--- src/rtl/psram_pkg.sv ---
// Shared constants, phase encoding and cycle-count helpers for the
// pseudo-SRAM controller. Assumes every timing value is given in whole ns.
package psram_pkg;

    localparam int unsigned DATA_W = 16;
    localparam int unsigned LANE_W = 8;
    localparam int unsigned LANES  = DATA_W / LANE_W;

    typedef enum logic [2:0] {
        PH_IDLE,
        PH_SETUP,
        PH_READ,
        PH_WRITE,
        PH_RECOVER
    } phase_e;

    // Ceiling of ns / period, never below one cycle.
    function automatic int unsigned ns_to_cyc(input int unsigned ns, input int unsigned per);
        int unsigned c;
        c = (ns + per - 1) / per;
        return (c == 0) ? 1 : c;
    endfunction

    function automatic int unsigned umax(input int unsigned a, input int unsigned b);
        return (a > b) ? a : b;
    endfunction

    // a - b floored at zero.
    function automatic int unsigned sub_sat(input int unsigned a, input int unsigned b);
        return (a > b) ? (a - b) : 0;
    endfunction

endpackage

--- src/rtl/psram_phase_timer.sv ---
// Down-counter that times one controller phase.
// Loading N-1 on phase entry makes done rise in the phase's Nth cycle.
// Assumes load is asserted only on the cycle before a phase change.
module psram_phase_timer #(
    parameter int unsigned CW = 5
) (
    input  logic          clk,
    input  logic          rst_n,
    input  logic          load,
    input  logic [CW-1:0] load_val,
    output logic          done
);

    logic [CW-1:0] cnt_q;

    // Reload on phase entry, otherwise count down to zero and stay there.
    always_ff @(posedge clk) begin
        if (!rst_n) begin
            cnt_q <= '0;
        end else if (load) begin
            cnt_q <= load_val;
        end else if (cnt_q != '0) begin
            cnt_q <= cnt_q - 1'b1;
        end
    end

    assign done = (cnt_q == '0);

endmodule

--- src/rtl/psram_seq.sv ---
// Phase sequencer: idle -> setup -> read or write strobe -> recovery -> idle.
// Lengths are in cycles and must be at least one.
// The next-phase value is exported so that the pin stage can register strobes without glitches.
module psram_seq
    import psram_pkg::*;
#(
    parameter int unsigned CW       = 5,
    parameter int unsigned LEN_RD   = 20,
    parameter int unsigned LEN_WR   = 15,
    parameter int unsigned LEN_RREC = 5,
    parameter int unsigned LEN_WREC = 8
) (
    input  logic          clk,
    input  logic          rst_n,
    input  logic          host_req,
    input  logic          host_we,
    input  logic          tmr_done,
    output phase_e        phase_q,
    output phase_e        phase_d,
    output logic          tmr_load,
    output logic [CW-1:0] tmr_val,
    output logic          accept,
    output logic          host_ready
);

    logic op_wr_q;

    assign host_ready = (phase_q == PH_IDLE);
    assign accept     = host_ready && host_req;

    // Phase register.
    always_ff @(posedge clk) begin
        if (!rst_n) begin
            phase_q <= PH_IDLE;
        end else begin
            phase_q <= phase_d;
        end
    end

    // Remember whether the accepted access is a write.
    always_ff @(posedge clk) begin
        if (!rst_n) begin
            op_wr_q <= 1'b0;
        end else if (accept) begin
            op_wr_q <= host_we;
        end
    end

    // Next-phase decision; strobe and recovery phases end on the timer.
    always_comb begin
        phase_d = phase_q;
        case (phase_q)
            PH_IDLE:    if (host_req)  phase_d = PH_SETUP;
            PH_SETUP:   if (tmr_done)  phase_d = op_wr_q ? PH_WRITE : PH_READ;
            PH_READ:    if (tmr_done)  phase_d = PH_RECOVER;
            PH_WRITE:   if (tmr_done)  phase_d = PH_RECOVER;
            PH_RECOVER: if (tmr_done)  phase_d = PH_IDLE;
            default:                   phase_d = PH_IDLE;
        endcase
    end

    // Timer reload value for the phase being entered.
    always_comb begin
        tmr_load = (phase_d != phase_q);
        case (phase_d)
            PH_READ:    tmr_val = CW'(LEN_RD - 1);
            PH_WRITE:   tmr_val = CW'(LEN_WR - 1);
            PH_RECOVER: tmr_val = op_wr_q ? CW'(LEN_WREC - 1) : CW'(LEN_RREC - 1);
            default:    tmr_val = '0;
        endcase
    end

endmodule

--- src/rtl/psram_pin_drive.sv ---
// Registered memory-side pins and host read capture.
// Strobes are decoded from the next phase, so each pin changes exactly on the edge that enters a phase.
// The data drive lasts one cycle past the write strobe so that data hold time is met.
// Assumes the request fields are valid in the accepting cycle.
module psram_pin_drive
    import psram_pkg::*;
#(
    parameter int unsigned ADDR_W = 20
) (
    input  logic                clk,
    input  logic                rst_n,
    input  logic                accept,
    input  logic [ADDR_W-1:0]   host_addr,
    input  logic [DATA_W-1:0]   host_wdata,
    input  logic [LANES-1:0]    host_be,
    input  phase_e              phase_q,
    input  phase_e              phase_d,
    input  logic [DATA_W-1:0]   mem_d_in,
    output logic [ADDR_W-1:0]   mem_addr,
    output logic                mem_cs_n,
    output logic                mem_wr_n,
    output logic                mem_rd_n,
    output logic [LANES-1:0]    lane_n,
    output logic [DATA_W-1:0]   mem_d_out,
    output logic                mem_d_drive,
    output logic [DATA_W-1:0]   host_rdata,
    output logic                host_rvalid
);

    logic [LANES-1:0] be_q;
    logic [LANES-1:0] lane_d;
    logic             enter_rd;
    logic             enter_wr;
    logic             rd_end;

    assign enter_rd = (phase_d == PH_READ);
    assign enter_wr = (phase_d == PH_WRITE);
    assign rd_end   = (phase_q == PH_READ) && (phase_d != PH_READ);

    // Capture the request fields; they are held until the next acceptance.
    always_ff @(posedge clk) begin
        if (!rst_n) begin
            mem_addr  <= '0;
            mem_d_out <= '0;
            be_q      <= '0;
        end else if (accept) begin
            mem_addr  <= host_addr;
            mem_d_out <= host_wdata;
            be_q      <= host_be;
        end
    end

    // Per-lane select: every lane on reads, the enabled lanes on writes.
    for (genvar g = 0; g < LANES; g++) begin : g_lane
        assign lane_d[g] = !(enter_rd || (enter_wr && be_q[g]));
    end

    // Register the strobes from the phase being entered.
    always_ff @(posedge clk) begin
        if (!rst_n) begin
            mem_cs_n    <= 1'b1;
            mem_wr_n    <= 1'b1;
            mem_rd_n    <= 1'b1;
            lane_n      <= '1;
            mem_d_drive <= 1'b0;
        end else begin
            mem_cs_n    <= !(enter_rd || enter_wr);
            mem_wr_n    <= !enter_wr;
            mem_rd_n    <= !enter_rd;
            lane_n      <= lane_d;
            mem_d_drive <= enter_wr || (phase_q == PH_WRITE);
        end
    end

    // Sample the memory word at the close of the read strobe.
    always_ff @(posedge clk) begin
        if (!rst_n) begin
            host_rdata  <= '0;
            host_rvalid <= 1'b0;
        end else begin
            host_rvalid <= rd_end;
            if (rd_end) begin
                host_rdata <= mem_d_in;
            end
        end
    end

endmodule

--- src/rtl/psram_ctrl.sv ---
// Pseudo-SRAM single-access controller top.
// Turns one host request into an asynchronous SRAM-style read or write.
// All nanosecond timings are rounded up to whole cycles of CLK_PERIOD_NS.
// Assumes the memory's second enable may stay high permanently.
module psram_ctrl
    import psram_pkg::*;
#(
    parameter int unsigned ADDR_W        = 20,
    parameter int unsigned CLK_PERIOD_NS = 4,
    parameter int unsigned T_CE_NS       = 80,
    parameter int unsigned T_RC_NS       = 90,
    parameter int unsigned T_WP_NS       = 60,
    parameter int unsigned T_WR_NS       = 15,
    parameter int unsigned T_WC_NS       = 90,
    parameter int unsigned T_CP_NS       = 20,
    parameter int unsigned T_DS_NS       = 20
) (
    input  logic              clk,
    input  logic              rst_n,
    input  logic              host_req,
    input  logic              host_we,
    input  logic [ADDR_W-1:0] host_addr,
    input  logic [15:0]       host_wdata,
    input  logic [1:0]        host_be,
    output logic              host_ready,
    output logic [15:0]       host_rdata,
    output logic              host_rvalid,
    output logic [ADDR_W-1:0] mem_addr,
    output logic              mem_cs_n,
    output logic              mem_pwr_en,
    output logic              mem_wr_n,
    output logic              mem_rd_n,
    output logic              mem_blo_n,
    output logic              mem_bhi_n,
    output logic [15:0]       mem_d_out,
    output logic              mem_d_drive,
    input  logic [15:0]       mem_d_in
);

    localparam int unsigned N_CE     = ns_to_cyc(T_CE_NS, CLK_PERIOD_NS);
    localparam int unsigned N_RC     = ns_to_cyc(T_RC_NS, CLK_PERIOD_NS);
    localparam int unsigned N_WP     = ns_to_cyc(T_WP_NS, CLK_PERIOD_NS);
    localparam int unsigned N_WR     = ns_to_cyc(T_WR_NS, CLK_PERIOD_NS);
    localparam int unsigned N_WC     = ns_to_cyc(T_WC_NS, CLK_PERIOD_NS);
    localparam int unsigned N_CP     = ns_to_cyc(T_CP_NS, CLK_PERIOD_NS);
    localparam int unsigned N_DS     = ns_to_cyc(T_DS_NS, CLK_PERIOD_NS);
    localparam int unsigned LEN_RD   = N_CE;
    localparam int unsigned LEN_WR   = umax(N_WP, N_DS);
    localparam int unsigned LEN_RREC = umax(N_CP, sub_sat(N_RC, LEN_RD));
    localparam int unsigned LEN_WREC = umax(umax(N_WR, N_CP), sub_sat(N_WC, LEN_WR));
    localparam int unsigned LEN_MAX  = umax(umax(LEN_RD, LEN_WR), umax(LEN_RREC, LEN_WREC));
    localparam int unsigned CW       = $clog2(LEN_MAX + 1);

    phase_e            phase_q;
    phase_e            phase_d;
    logic              tmr_load;
    logic [CW-1:0]     tmr_val;
    logic              tmr_done;
    logic              accept;
    logic [LANES-1:0]  lane_n;

    assign mem_pwr_en = 1'b1;
    assign mem_blo_n  = lane_n[0];
    assign mem_bhi_n  = lane_n[1];

    psram_phase_timer #(
        .CW (CW)
    ) u_timer (
        .clk      (clk),
        .rst_n    (rst_n),
        .load     (tmr_load),
        .load_val (tmr_val),
        .done     (tmr_done)
    );

    psram_seq #(
        .CW       (CW),
        .LEN_RD   (LEN_RD),
        .LEN_WR   (LEN_WR),
        .LEN_RREC (LEN_RREC),
        .LEN_WREC (LEN_WREC)
    ) u_seq (
        .clk        (clk),
        .rst_n      (rst_n),
        .host_req   (host_req),
        .host_we    (host_we),
        .tmr_done   (tmr_done),
        .phase_q    (phase_q),
        .phase_d    (phase_d),
        .tmr_load   (tmr_load),
        .tmr_val    (tmr_val),
        .accept     (accept),
        .host_ready (host_ready)
    );

    psram_pin_drive #(
        .ADDR_W (ADDR_W)
    ) u_pins (
        .clk         (clk),
        .rst_n       (rst_n),
        .accept      (accept),
        .host_addr   (host_addr),
        .host_wdata  (host_wdata),
        .host_be     (host_be),
        .phase_q     (phase_q),
        .phase_d     (phase_d),
        .mem_d_in    (mem_d_in),
        .mem_addr    (mem_addr),
        .mem_cs_n    (mem_cs_n),
        .mem_wr_n    (mem_wr_n),
        .mem_rd_n    (mem_rd_n),
        .lane_n      (lane_n),
        .mem_d_out   (mem_d_out),
        .mem_d_drive (mem_d_drive),
        .host_rdata  (host_rdata),
        .host_rvalid (host_rvalid)
    );

endmodule

--- config.mk ---
export PLATFORM = sky130hd
export DESIGN_NAME = psram_ctrl
export DESIGN_NICKNAME = d
export VERILOG_FILES = /design/src/rtl/psram_pkg.sv /design/src/rtl/psram_phase_timer.sv /design/src/rtl/psram_seq.sv /design/src/rtl/psram_pin_drive.sv /design/src/rtl/psram_ctrl.sv
export SDC_FILE = /design/constraint.sdc
export NUM_CORES = 1
export LEC_CHECK = 0
export BUFFER_PORTS_ARGS = -buffer_cell sky130_fd_sc_hd__buf_2
export CORE_ASPECT_RATIO = 1.75
export CORE_MARGIN = 4
export CORE_UTILIZATION = 45
export CTS_BUF_LIST = sky130_fd_sc_hd__clkbuf_8
export DETAILED_ROUTE_END_ITERATION = 16
export PLACE_DENSITY = 0.78
export SLEW_MARGIN = 20
export SYNTH_ARGS = -nofsm -noshare
export SYNTH_HDL_FRONTEND = slang
export SYNTH_HIERARCHICAL = 1
export SYNTH_SLANG_ARGS = --single-unit
--- constraint.sdc ---
create_clock -name clk -period 2.4 [get_ports clk]
set_input_delay 0.24 -clock clk [delete_from_list [all_inputs] [get_ports clk]]
set_output_delay 0.24 -clock clk [all_outputs]
set_load 0.1 [all_outputs]
==> reports/results.txt, run 1 <==
largest net degree at the start of global routing: 57
Ant. Diodes: 0
starting density of the core: 46.5%
post-synth top area cell: dfxtp_1
wire length per cell: 14.5 um
initial drt markers: 68
htree depth: 3
Ys Warns: 6
antenna violations before repair: 0
commonest cells in the netlist: 70 x dfxtp_1, 54 x mux2i_1, 40 x nand2_1
Final Hold Fails: 0
full die area: 7890 sq um
main flop type after synthesis: dfxtp_1
Slew Limit Fails: 0
Startpoint Class: flop
VDD IR max: 0.695 mV
met3 WL: 352 um
status: completed
min-delay worst type: input port to flop
Final Util: 61.6%
cell area after layout: 3870 sq um
fin crit share: 94.2%
CTS Buf Count: 9
share of cells above drive strength 1: 39.6%
via count: 2426
clock transition at the registers of the reported paths: 0.07 ns
clock buffer depth: 2
die width: 68.9 um
core box area: 6280 sq um
Final GP Congestion: 0.768
DR top layer: met4
WP data required: 2.65 ns
Clock Skews: 0.00562 ns
critical path class: flop to flop
power per cell area: 1250 nW/um^2
Leakage: 0.00181 uW
synth unique cells: 40
Rows: 38
routed wl met2: 3.98 mm
cell with the most instances after synthesis: dfxtp_1
Seq/Total Area, Yosys: 48.0%
FMAX: 442 MHz
asr flop ratio synth: 0%
nets: 468
Clock Latency Late Sink: 0.34 ns
Data arrival, critical path: 2.52 ns
clock root buffer: clkbuf_8
top-area cell type share of the netlist area: 48.0%
top cells by area, synth: dfxtp_1 48%, mux2i_1 19%, nor2b_1 8.4%
net count after synthesis: 345
detailed placement HPWL: 5.15 mm
Detail Route Antenna Nets: 0
Critical Path End Type: flop
Finished Layout Cells: 494
synthesized area: 2920 sq um
clock sink count: 70
dpl cells: 471
first-pass GRT wire length: 11.3 mm
IO Port Bufs: 117
DR pass1 iterations: 4
Remaining DRCs: 0
Post-synth EDFFs: 0
Mapped Cells: 286
Die H: 115 um
I/O pin count: 119
gr ovfl total: 0
relative slew slack: 60.7%
#FFs+latches synth: 70
MaxCap Viol Count: 0
CP max FO: 5
Setup Total Neg Slack: 0 ns
worst hold margin: 0.145 ns
placed cell areas: 3570 sq um
final-report setup violation count: 0
RSZ-0062 raised after global routing: false
Area Overhead vs Synth: 32.5%
Vias/cell: 4.91
CTS tree: yes
mean post-synth cell area: 10.2 sq um
All-Layer GR Usage: 19.0%
vias in the first global route: 2503
Tightest Pin Transition: 0.589 ns
Tmin final: 2.26 ns
Post-Route WL: 7.16 mm
met1 WL: 2.68 mm
placed cells by master (no fill, tap or decap), types with 2 or more instances in the layout:
cell       synthesis  routed
clkbuf_16          0       2
o21ai_0            5       4
nand2b_1           2       2
buf_2              4     117
clkinv_2           0       3
buf_12             1       2
a21o_1             2       2
nor4b_4            2       4
nand3b_1           2       2
and2_1             3       3
nor2b_1           39      39
dfxtp_1           70      68
nand4_1            2       2
a21oi_1            5       3
nand2_1           40      40
a21oi_2            1       3
nand3_1            7       7
nor2_1             2       2
mux2i_1           54      53
inv_1              7       7
inv_2              2       4
dfxtp_2            0       2
o311ai_0           2       2
buf_4              4      11
clkbuf_8           0      10
state kept, by name (all words and copies together), names as in the netlist:
register / flops
u_pins/mem_wr_n: 1
u_pins/mem_d_drive: 1
u_pins/be_q: 2
u_pins/host_rdata: 16
u_pins/mem_cs_n: 1
u_seq/op_wr_q: 1
u_pins/mem_d_out: 16
u_pins/host_rvalid: 1
u_pins/lane_n: 2
u_pins/mem_rd_n: 1
u_seq/phase_q: 3
u_pins/mem_addr: 20
u_timer/cnt_q: 5
worst max-delay path, stage by stage (launching register included):
cell and delay [ns]:
dfxtp_2 0.35, inv_2 0.05, ha_4 0.16, nor4b_4 0.12, buf_4 0.16, buf_4 0.15
nand3b_1 0.11, a21oi_2 0.08, nor3b_4 0.19, nor4b_4 0.26, buf_4 0.19, buf_12 0.13
mux2i_1 0.23
final timing paths:
kind                            depth (start not counted)                                  to                          start  slack (ns)
worst max-delay path                                   12  u_pins/host_rdata[10]$_SDFFE_PN0P_  u_timer/cnt_q[1]$_SDFFE_PN0P_        0.14
worst min-delay path                                    3          u_seq/op_wr_q$_SDFFE_PN0P_                        host_we        0.14
worst max register to register                         12  u_pins/host_rdata[10]$_SDFFE_PN0P_  u_timer/cnt_q[1]$_SDFFE_PN0P_        0.14
worst min register to register                          1         u_pins/lane_n[1]$_SDFF_PN1_    u_pins/be_q[1]$_SDFFE_PN0P_        0.45
per-stage QoR:
| step | worst slack, ns | total power [uW] |
|---|---|---|
| detailed placement | 0.00189 | 3860 |
| global route | 0.0229 | 5050 |
| global placement | 0.102 | 3820 |
| finish | 0.139 | 4820 |
| floorplan | 0.143 | 3470 |
| CTS | 0.0221 | 4730 |
cells by family after synthesis:
group | count (synthesis) | synth area share [%]
simple gates | 110 | 22.2
flops | 70 | 48.0
mux | 54 | 18.5
buf+inv | 29 | 6.00
compound gates | 20 | 4.50
fa+ha+maj | 1 | 0.428
other cells | 1 | 0.128
xor+xnor | 1 | 0.300
final cells by class:
class                           instances  area (sq um)
Inverter                                9          33.8
Timing Repair Buffer                  132           758
Multi-Input combinational cell        187          1410
Clock inverter                          6          30.0
Tap cell                               80           100
Sequential cell                        70          1400
Clock buffer                           10           138
Fill cell                             574          2410
timing repair:
| item | 4_1_cts | 5_1_grt |
|---|---|---|
| setup buffers | 2 | 3 |
| hold buffers | 0 | 0 |
| resized for setup | 0 | 12 |
| gates cloned | 0 | 2 |
| endpoints found under the setup margin | 4 | 17 |
| pin swaps | 0 | 4 |
power by group:
group          switching (uW)  total, uW  leakage, uW  internal, uW
clock network             419        809    0.0000944           390
logic                    1790       2510      0.00114           723
registers                 147       1510     0.000573          1360
total                    2350       4820      0.00181          2470
per-layer routing:
layer	vias up	track usage (%)
met5	-	0
met4	0	9.51
met3	12	4.32
met2	69	33.6
met1	1140	20.2
li1	1205	-
No activity file was read; power rests on OpenSTA's default activity.
==> run 2: changes to the inputs <==
--- a/config.mk
+++ b/config.mk
@@ -5,6 +5,7 @@
 export SDC_FILE = /design/constraint.sdc
 export NUM_CORES = 1
 export LEC_CHECK = 0
+export ABC_AREA = 1
 export BUFFER_PORTS_ARGS = -buffer_cell sky130_fd_sc_hd__buf_2
 export CORE_ASPECT_RATIO = 1.75
 export CORE_MARGIN = 4
==> run 2 against run 1 <==
Against the previous run:
- synthesized area increased by 1.5%
- largest cell class is now sequential cells
- critical endpoint is now u_pins/lane_n[0]$_SDFF_PN1_
- non-clock buffer count decreased by 12
- final area decreased by 3.1%
- global-route usage decreased by 1.6 points
- clock power increased by 25%
- sequential cell count unchanged
- maximum frequency increased by 6.5%
- sequential power increased by 6%
- synthesized cell count increased by 36%
- die area increased by 1.4%
==> reports/results.txt, run 2 <==
Slew Limit Fails: 0
P_sw: 3270 uW
Post-Route WL: 7.17 mm
core box area: 6320 sq um
cell-internal power: 2610 uW
#FFs+latches synth: 70
Critical Path End Type: flop
Leakage: 0.00190 uW
clock transition at the registers of the reported paths: 0.07 ns
relative slew slack: 55.8%
critical path class: flop to flop
worst r2r path cells: 12
share of cells above drive strength 1: 36.9%
CTS Buf Count: 9
CTS tree: yes
Finished Layout Cells: 584
Rows: 38
Clock Latency Late Sink: 0.33 ns
Startpoint Class: flop
hold_buf cts: 0
Ant. Diodes: 0
Tmin final: 2.12 ns
WP data required: 2.61 ns
full die area: 8000 sq um
final-report setup violation count: 0
detailed placement HPWL: 5.04 mm
sw frac: 55.6%
commonest cells in the netlist: 79 x nor2_1, 70 x dfxtp_1, 50 x nand2_1
worst hold margin: 0.124 ns
status: completed
largest net degree at the start of global routing: 39
synthesized area: 2960 sq um
Die H: 115 um
Max stage delay on crit path: 0.34 ns
post-CTS resize count: 0
final worst slack: 0.276 ns
nets: 558
Final Hold Fails: 0
RSZ-0062 raised after global routing: false
sequential fraction of design power: 27.3%
Data arrival, critical path: 2.33 ns
gr ovfl total: 0
clock sink count: 70
main flop type after synthesis: dfxtp_1
RR Endpoint: u_pins/lane_n[0]$_SDFF_PN1_
power per cell area: 1570 nW/um^2
Area Overhead vs Synth: 26.4%
top cells by area, synth: dfxtp_1 47%, nor2_1 10%, o21ai_0 7.1%
die width: 69.4 um
net count after synthesis: 447
starting density of the core: 46.9%
Post-synth EDFFs: 0
wire length per cell: 12.3 um
first-pass GRT wire length: 11.3 mm
setup bufs post-CTS: 0
Detail Route Antenna Nets: 0
asr flop ratio synth: 0%
top-area cell type share of the netlist area: 47.3%
synth unique cells: 31
min-delay worst type: input port to flop
vias in the first global route: 2683
CP cell instances: inv_1 -> ha_1 -> nand3_2 -> clkinv_1 -> nor2_4 -> nand2_1 -> nand2_1 -> nand2_2 -> inv_2 -> inv_1 -> nor3_4 -> o21ai_0
Worst setup startpoint: u_timer/cnt_q[0]$_SDFFE_PN0P_
clock buffer depth: 2
DR pass1 iterations: 4
clock root buffer: clkbuf_8
Critical Path Stages: 12
antenna violations before repair: 0
mean post-synth cell area: 7.64 sq um
Reg-to-Reg Start: u_timer/cnt_q[0]$_SDFFE_PN0P_
Top reg by flops: u_pins/mem_addr
Remaining DRCs: 0
cell with the most instances after synthesis: nor2_1
post-synth top area cell: dfxtp_1
max FFs per register: 20
Seq/Total Area, Yosys: 47.3%
Top Registers: u_pins/mem_addr x20, u_pins/host_rdata x16, u_pins/mem_d_out x16
VDD IR max: 0.888 mV
via count: 2789
htree depth: 3
I/O pin count: 119
Ys Warns: 6
IO Port Bufs: 117
Tightest Pin Transition: 0.661 ns
Clock Skews: 0.00393 ns
Critical-path top delay cell: dfxtp_1
Vias/cell: 4.78
MaxCap Viol Count: 0
initial drt markers: 193
reg-to-reg slack, setup: 0.28 ns
Placement Setup Slack: 0.233 ns
Final GP Congestion: 0.815
most common cell after layout, fill and taps aside: buf_2
Setup Total Neg Slack: 0 ns
power share of the clock group: 17.1%
dpl cells: 567
commonest non-fill, non-tap cells in the layout: 117 x buf_2, 79 x nor2_1, 70 x dfxtp_1
CP max FO: 5
FMAX: 471 MHz
fin crit share: 88.5%
Mapped Cells: 388
crit-path leading delay family: simple AND/OR/NAND/NOR gates
Gate power share: 55.6%
critical path buffer and inverter count: 4
All-Layer GR Usage: 17.4%
crit path to: u_pins/lane_n[0]$_SDFF_PN1_
run 2: power groups by stage:
stage | sequential [uW] | combinational, uW | clock (uW)
after floorplan | 3230 | 1210 | 0
after global placement | 1620 | 3200 | 0
after detailed placement | 1620 | 3230 | 0
after CTS | 1610 | 3240 | 1040
after global routing | 1640 | 3470 | 1100
final | 1600 | 3270 | 1010
run 2: how the worst min path moves through the flow:
stage / startpoint / to / slack (ns) / depth (start not counted)
after floorplan: host_be[0] / u_pins/be_q[0]$_SDFFE_PN0P_ / 0.37 / 2
after detailed placement: u_pins/be_q[1]$_SDFFE_PN0P_ / u_pins/lane_n[1]$_SDFF_PN1_ / 0.45 / 1
final: host_addr[11] / u_pins/mem_addr[11]$_SDFFE_PN0P_ / 0.12 / 3
after global routing: host_wdata[1] / u_pins/mem_d_out[1]$_SDFFE_PN0P_ / 0.11 / 3
after global placement: u_pins/be_q[1]$_SDFFE_PN0P_ / u_pins/lane_n[1]$_SDFF_PN1_ / 0.45 / 1
after CTS: host_addr[11] / u_pins/mem_addr[11]$_SDFFE_PN0P_ / 0.11 / 3
run 2: cell families (layout without fill, tap and decap cells):
logic type / Yosys count / after routing / synth area share [%]
compound gates: 66 / 66 / 11.8
xor+xnor: 1 / 1 / 0.296
flops: 70 / 70 / 47.3
fa+ha+maj: 1 / 1 / 0.422
other cells: 1 / 1 / 0.127
buf+inv: 62 / 177 / 10.8
simple gates: 187 / 188 / 29.3
run 2: layout make-up:
cell class                      instances  area (sq um)
Clock buffer                           13           179
Clock inverter                          3          41.3
Fill cell                             585          2580
Inverter                               41           156
Multi-Input combinational cell        257          1260
Sequential cell                        70          1400
Tap cell                               80           100
Timing Repair Buffer                  120           608
run 2: worst min-delay path, stage by stage:
cell	delay (ns)
buf_2	0.07
nor2_1	0.03
nor2_1	0.08
run 2: through the flow:
step / utilization (%) / instance area, sq um / power (uW)
2_1_floorplan: - / 2960 / 4440
3_3_place_gp: 55.5 / 3510 / 4820
3_5_place_dp: 55.5 / 3510 / 4850
4_1_cts: 59.0 / 3730 / 5880
5_1_grt: 59.3 / 3750 / 6200
6_report: 59.3 / 3750 / 5880
run 2: routing by layer:
layer  part of all wire, %  vias up  wire [um]  track usage (%)
met4                   2.0        0        144             9.26
met2                    52       92       3690             31.3
met3                   8.3       12        594             6.39
li1                      -     1439          -                -
met5                     0        -          0                0
met1                    38     1246       2740             17.4
==> run 3: changes to the inputs <==
--- a/config.mk
+++ b/config.mk
@@ -12,9 +12,8 @@
 export CORE_UTILIZATION = 45
 export CTS_BUF_LIST = sky130_fd_sc_hd__clkbuf_8
 export DETAILED_ROUTE_END_ITERATION = 16
-export PLACE_DENSITY = 0.78
+export PLACE_DENSITY = 0.79
 export SLEW_MARGIN = 20
 export SYNTH_ARGS = -nofsm -noshare
 export SYNTH_HDL_FRONTEND = slang
-export SYNTH_HIERARCHICAL = 1
 export SYNTH_SLANG_ARGS = --single-unit
==> run 3 against run 2 <==
Against the previous run:
- critical path depth decreased by 7
- die area decreased by 2.9%
- clock power increased by 8%
- largest power group unchanged
- highest routed layer unchanged
==> reports/results.txt, run 3 <==
Hold Path End: u_pins.mem_rd_n$_SDFF_PN1_
clock root buffer: clkbuf_8
Fill cells: 589
Hold Path Depth: 2
synthesized area: 2870 sq um
Simple-Gate Fraction of Synth Area: 29.6%
post-CTS resize count: 0
Top reg by flops: u_pins.mem_addr
RSZ-0062 raised after global routing: false
CTS Buf Count: 9
first-pass GRT wire length: 11.7 mm
footprint of the multi-input gates: 1250 sq um
RR Endpoint: u_pins.lane_n[0]$_SDFF_PN1_
largest family of logic cells by synthesized area: simple AND/OR/NAND/NOR gates
Mapped Cells: 350
clock sink count: 70
antenna violations before repair: 0
final-report setup violation count: 0
wire length per cell: 13.7 um
min-delay worst type: input port to flop
top-area cell type share of the netlist area: 48.8%
Worst setup startpoint: u_seq.phase_q[0]$_SDFF_PN0_
Reg-to-Reg Start: u_timer.cnt_q[0]$_SDFFE_PN0P_
Final GP Congestion: 0.832
asr flop ratio synth: 0%
core box area: 6180 sq um
worst r2r path cells: 11
CP max FO: 14
mean post-synth cell area: 8.20 sq um
cell area after layout: 3680 sq um
clock buffer depth: 2
Top Registers: u_pins.mem_addr x20, u_pins.host_rdata x16, u_pins.mem_d_out x16
adder-cell area share of the yosys netlist: 0.872%
Area Overhead vs Synth: 28.1%
Global Route met3 Usage: 6.60%
Rows: 38
Detail Route Antenna Nets: 0
MaxCap Viol Count: 0
status: completed
hold path start: rst_n
initial drt markers: 115
CTS tree: yes
Leakage: 0.00167 uW
VDD IR max: 0.715 mV
worst hold margin: 0.148 ns
full die area: 7770 sq um
Startpoint Class: flop
share of cells above drive strength 1: 35.1%
net count after synthesis: 410
max FFs per register: 20
Seq/Total Area, Yosys: 48.8%
power per cell area: 1380 nW/um^2
FMAX: 506 MHz
Post-Route WL: 7.46 mm
Vias/cell: 5.13
Post-Synth XOR/XNOR Area: 0.915%
I/O pin count: 119
Ys Warns: 0
GR Layer Usage met1: 21.7%
WP data required: 2.16 ns
IO Port Bufs: 117
met2 Track Usage GR: 33.2%
most common cell after layout, fill and taps aside: buf_2
Tightest Pin Transition: 0.816 ns
Slew Limit Fails: 0
reg-to-reg slack, setup: 0.67 ns
Post-synth EDFFs: 0
#FFs+latches synth: 70
top cells by area, synth: dfxtp_1 49%, a21oi_1 11%, nand3_1 10%
die width: 68.4 um
fin crit share: 82.4%
DR pass1 iterations: 4
Final Util: 59.5%
Final Hold Fails: 0
Sequential cell area: 1400 sq um
Critical Path End Type: output pin
Setup Total Neg Slack: 0 ns
starting density of the core: 46.4%
gr ovfl total: 0
mux contribution to synthesized area: 0%
overall power: 5060 uW
clock transition at the registers of the reported paths: 0.07 ns
All-Layer GR Usage: 20.0%
placed cell areas: 3440 sq um
nets: 519
cell with the most instances after synthesis: nand2_1
Remaining DRCs: 0
hold_buf cts: 0
main flop type after synthesis: dfxtp_1
detailed placement HPWL: 5.46 mm
largest net degree at the start of global routing: 39
Ant. Diodes: 0
via count: 2791
relative slew slack: 45.4%
Synth Area in Compound Gates: 11.9%
commonest cells in the netlist: 74 x nand2_1, 70 x dfxtp_1, 61 x a21oi_1
vias in the first global route: 2608
Clock Skews: 0.00943 ns
synth unique cells: 34
Die H: 114 um
GRT busiest layer: met2
Data arrival, critical path: 1.74 ns
Tmin final: 1.98 ns
htree depth: 3
critical path class: flop to output pin
setup bufs post-CTS: 0
post-synth top area cell: dfxtp_1
Clock Latency Late Sink: 0.35 ns
commonest non-fill, non-tap cells in the layout: 117 x buf_2, 74 x nand2_1, 70 x dfxtp_1
[run 3: kinds of logic (layout without fill, tap and decap cells)]
group,after synthesis,after routing
compound gates,67,67
xor+xnor,3,3
fa+ha+maj,2,2
buf+inv,40,154
flops,70,70
other cells,1,1
simple gates,167,167
[run 3: layer usage]
layer  wire [um]  vias up  share of wire [%]
li1            -     1389                  -
met1        2690     1269                 36
met2        3940      112                 53
met3         618       21                8.3
met4         205        0                2.7
met5           0        -                  0
[run 3: layout make-up]
class                   count  area share, %
clock buffers              12           4.49
multi-input cells         240           34.0
clock inverters             4           1.87
repair buffers            123           17.1
inverters                  15           1.67
flip-flops and latches     70           38.1
well taps                  80           2.72
[run 3: worst max path at each step]
| stage | cells past startpoint | slack (ns) | endpoint |
|---|---|---|---|
| 2_1_floorplan | 7 | 0.31 | u_pins.be_q[0]$_SDFFE_PN0P_ |
| 3_3_place_gp | 11 | 0.69 | u_pins.lane_n[1]$_SDFF_PN1_ |
| 3_5_place_dp | 11 | 0.66 | u_pins.lane_n[0]$_SDFF_PN1_ |
| 4_1_cts | 5 | 0.42 | host_ready |
| 5_1_grt | 5 | 0.30 | host_ready |
| 6_report | 5 | 0.42 | host_ready |
[run 3: stage by stage]
step / instances / worst slack (ns)
6_report: 544 / 0.423
5_1_grt: 544 / 0.303
4_1_cts: 544 / 0.417
3_5_place_dp: 528 / 0.664
3_3_place_gp: 528 / 0.690
2_1_floorplan: 350 / 0.310
[run 3: worst max-delay path, stage by stage (launching register included)]
cell and delay [ns]:
dfxtp_1 0.40, inv_2 0.12, nand2_1 0.08, nor2_2 0.13
buf_4 0.21, buf_2 0.45
[run 3: power breakdown]
| part | switching (uW) | total [uW] | internal, uW |
|---|---|---|---|
| clock | 421 | 1090 | 665 |
| sequential | 124 | 1480 | 1360 |
| combinational | 1970 | 2490 | 516 |
| total | 2520 | 5060 | 2540 |
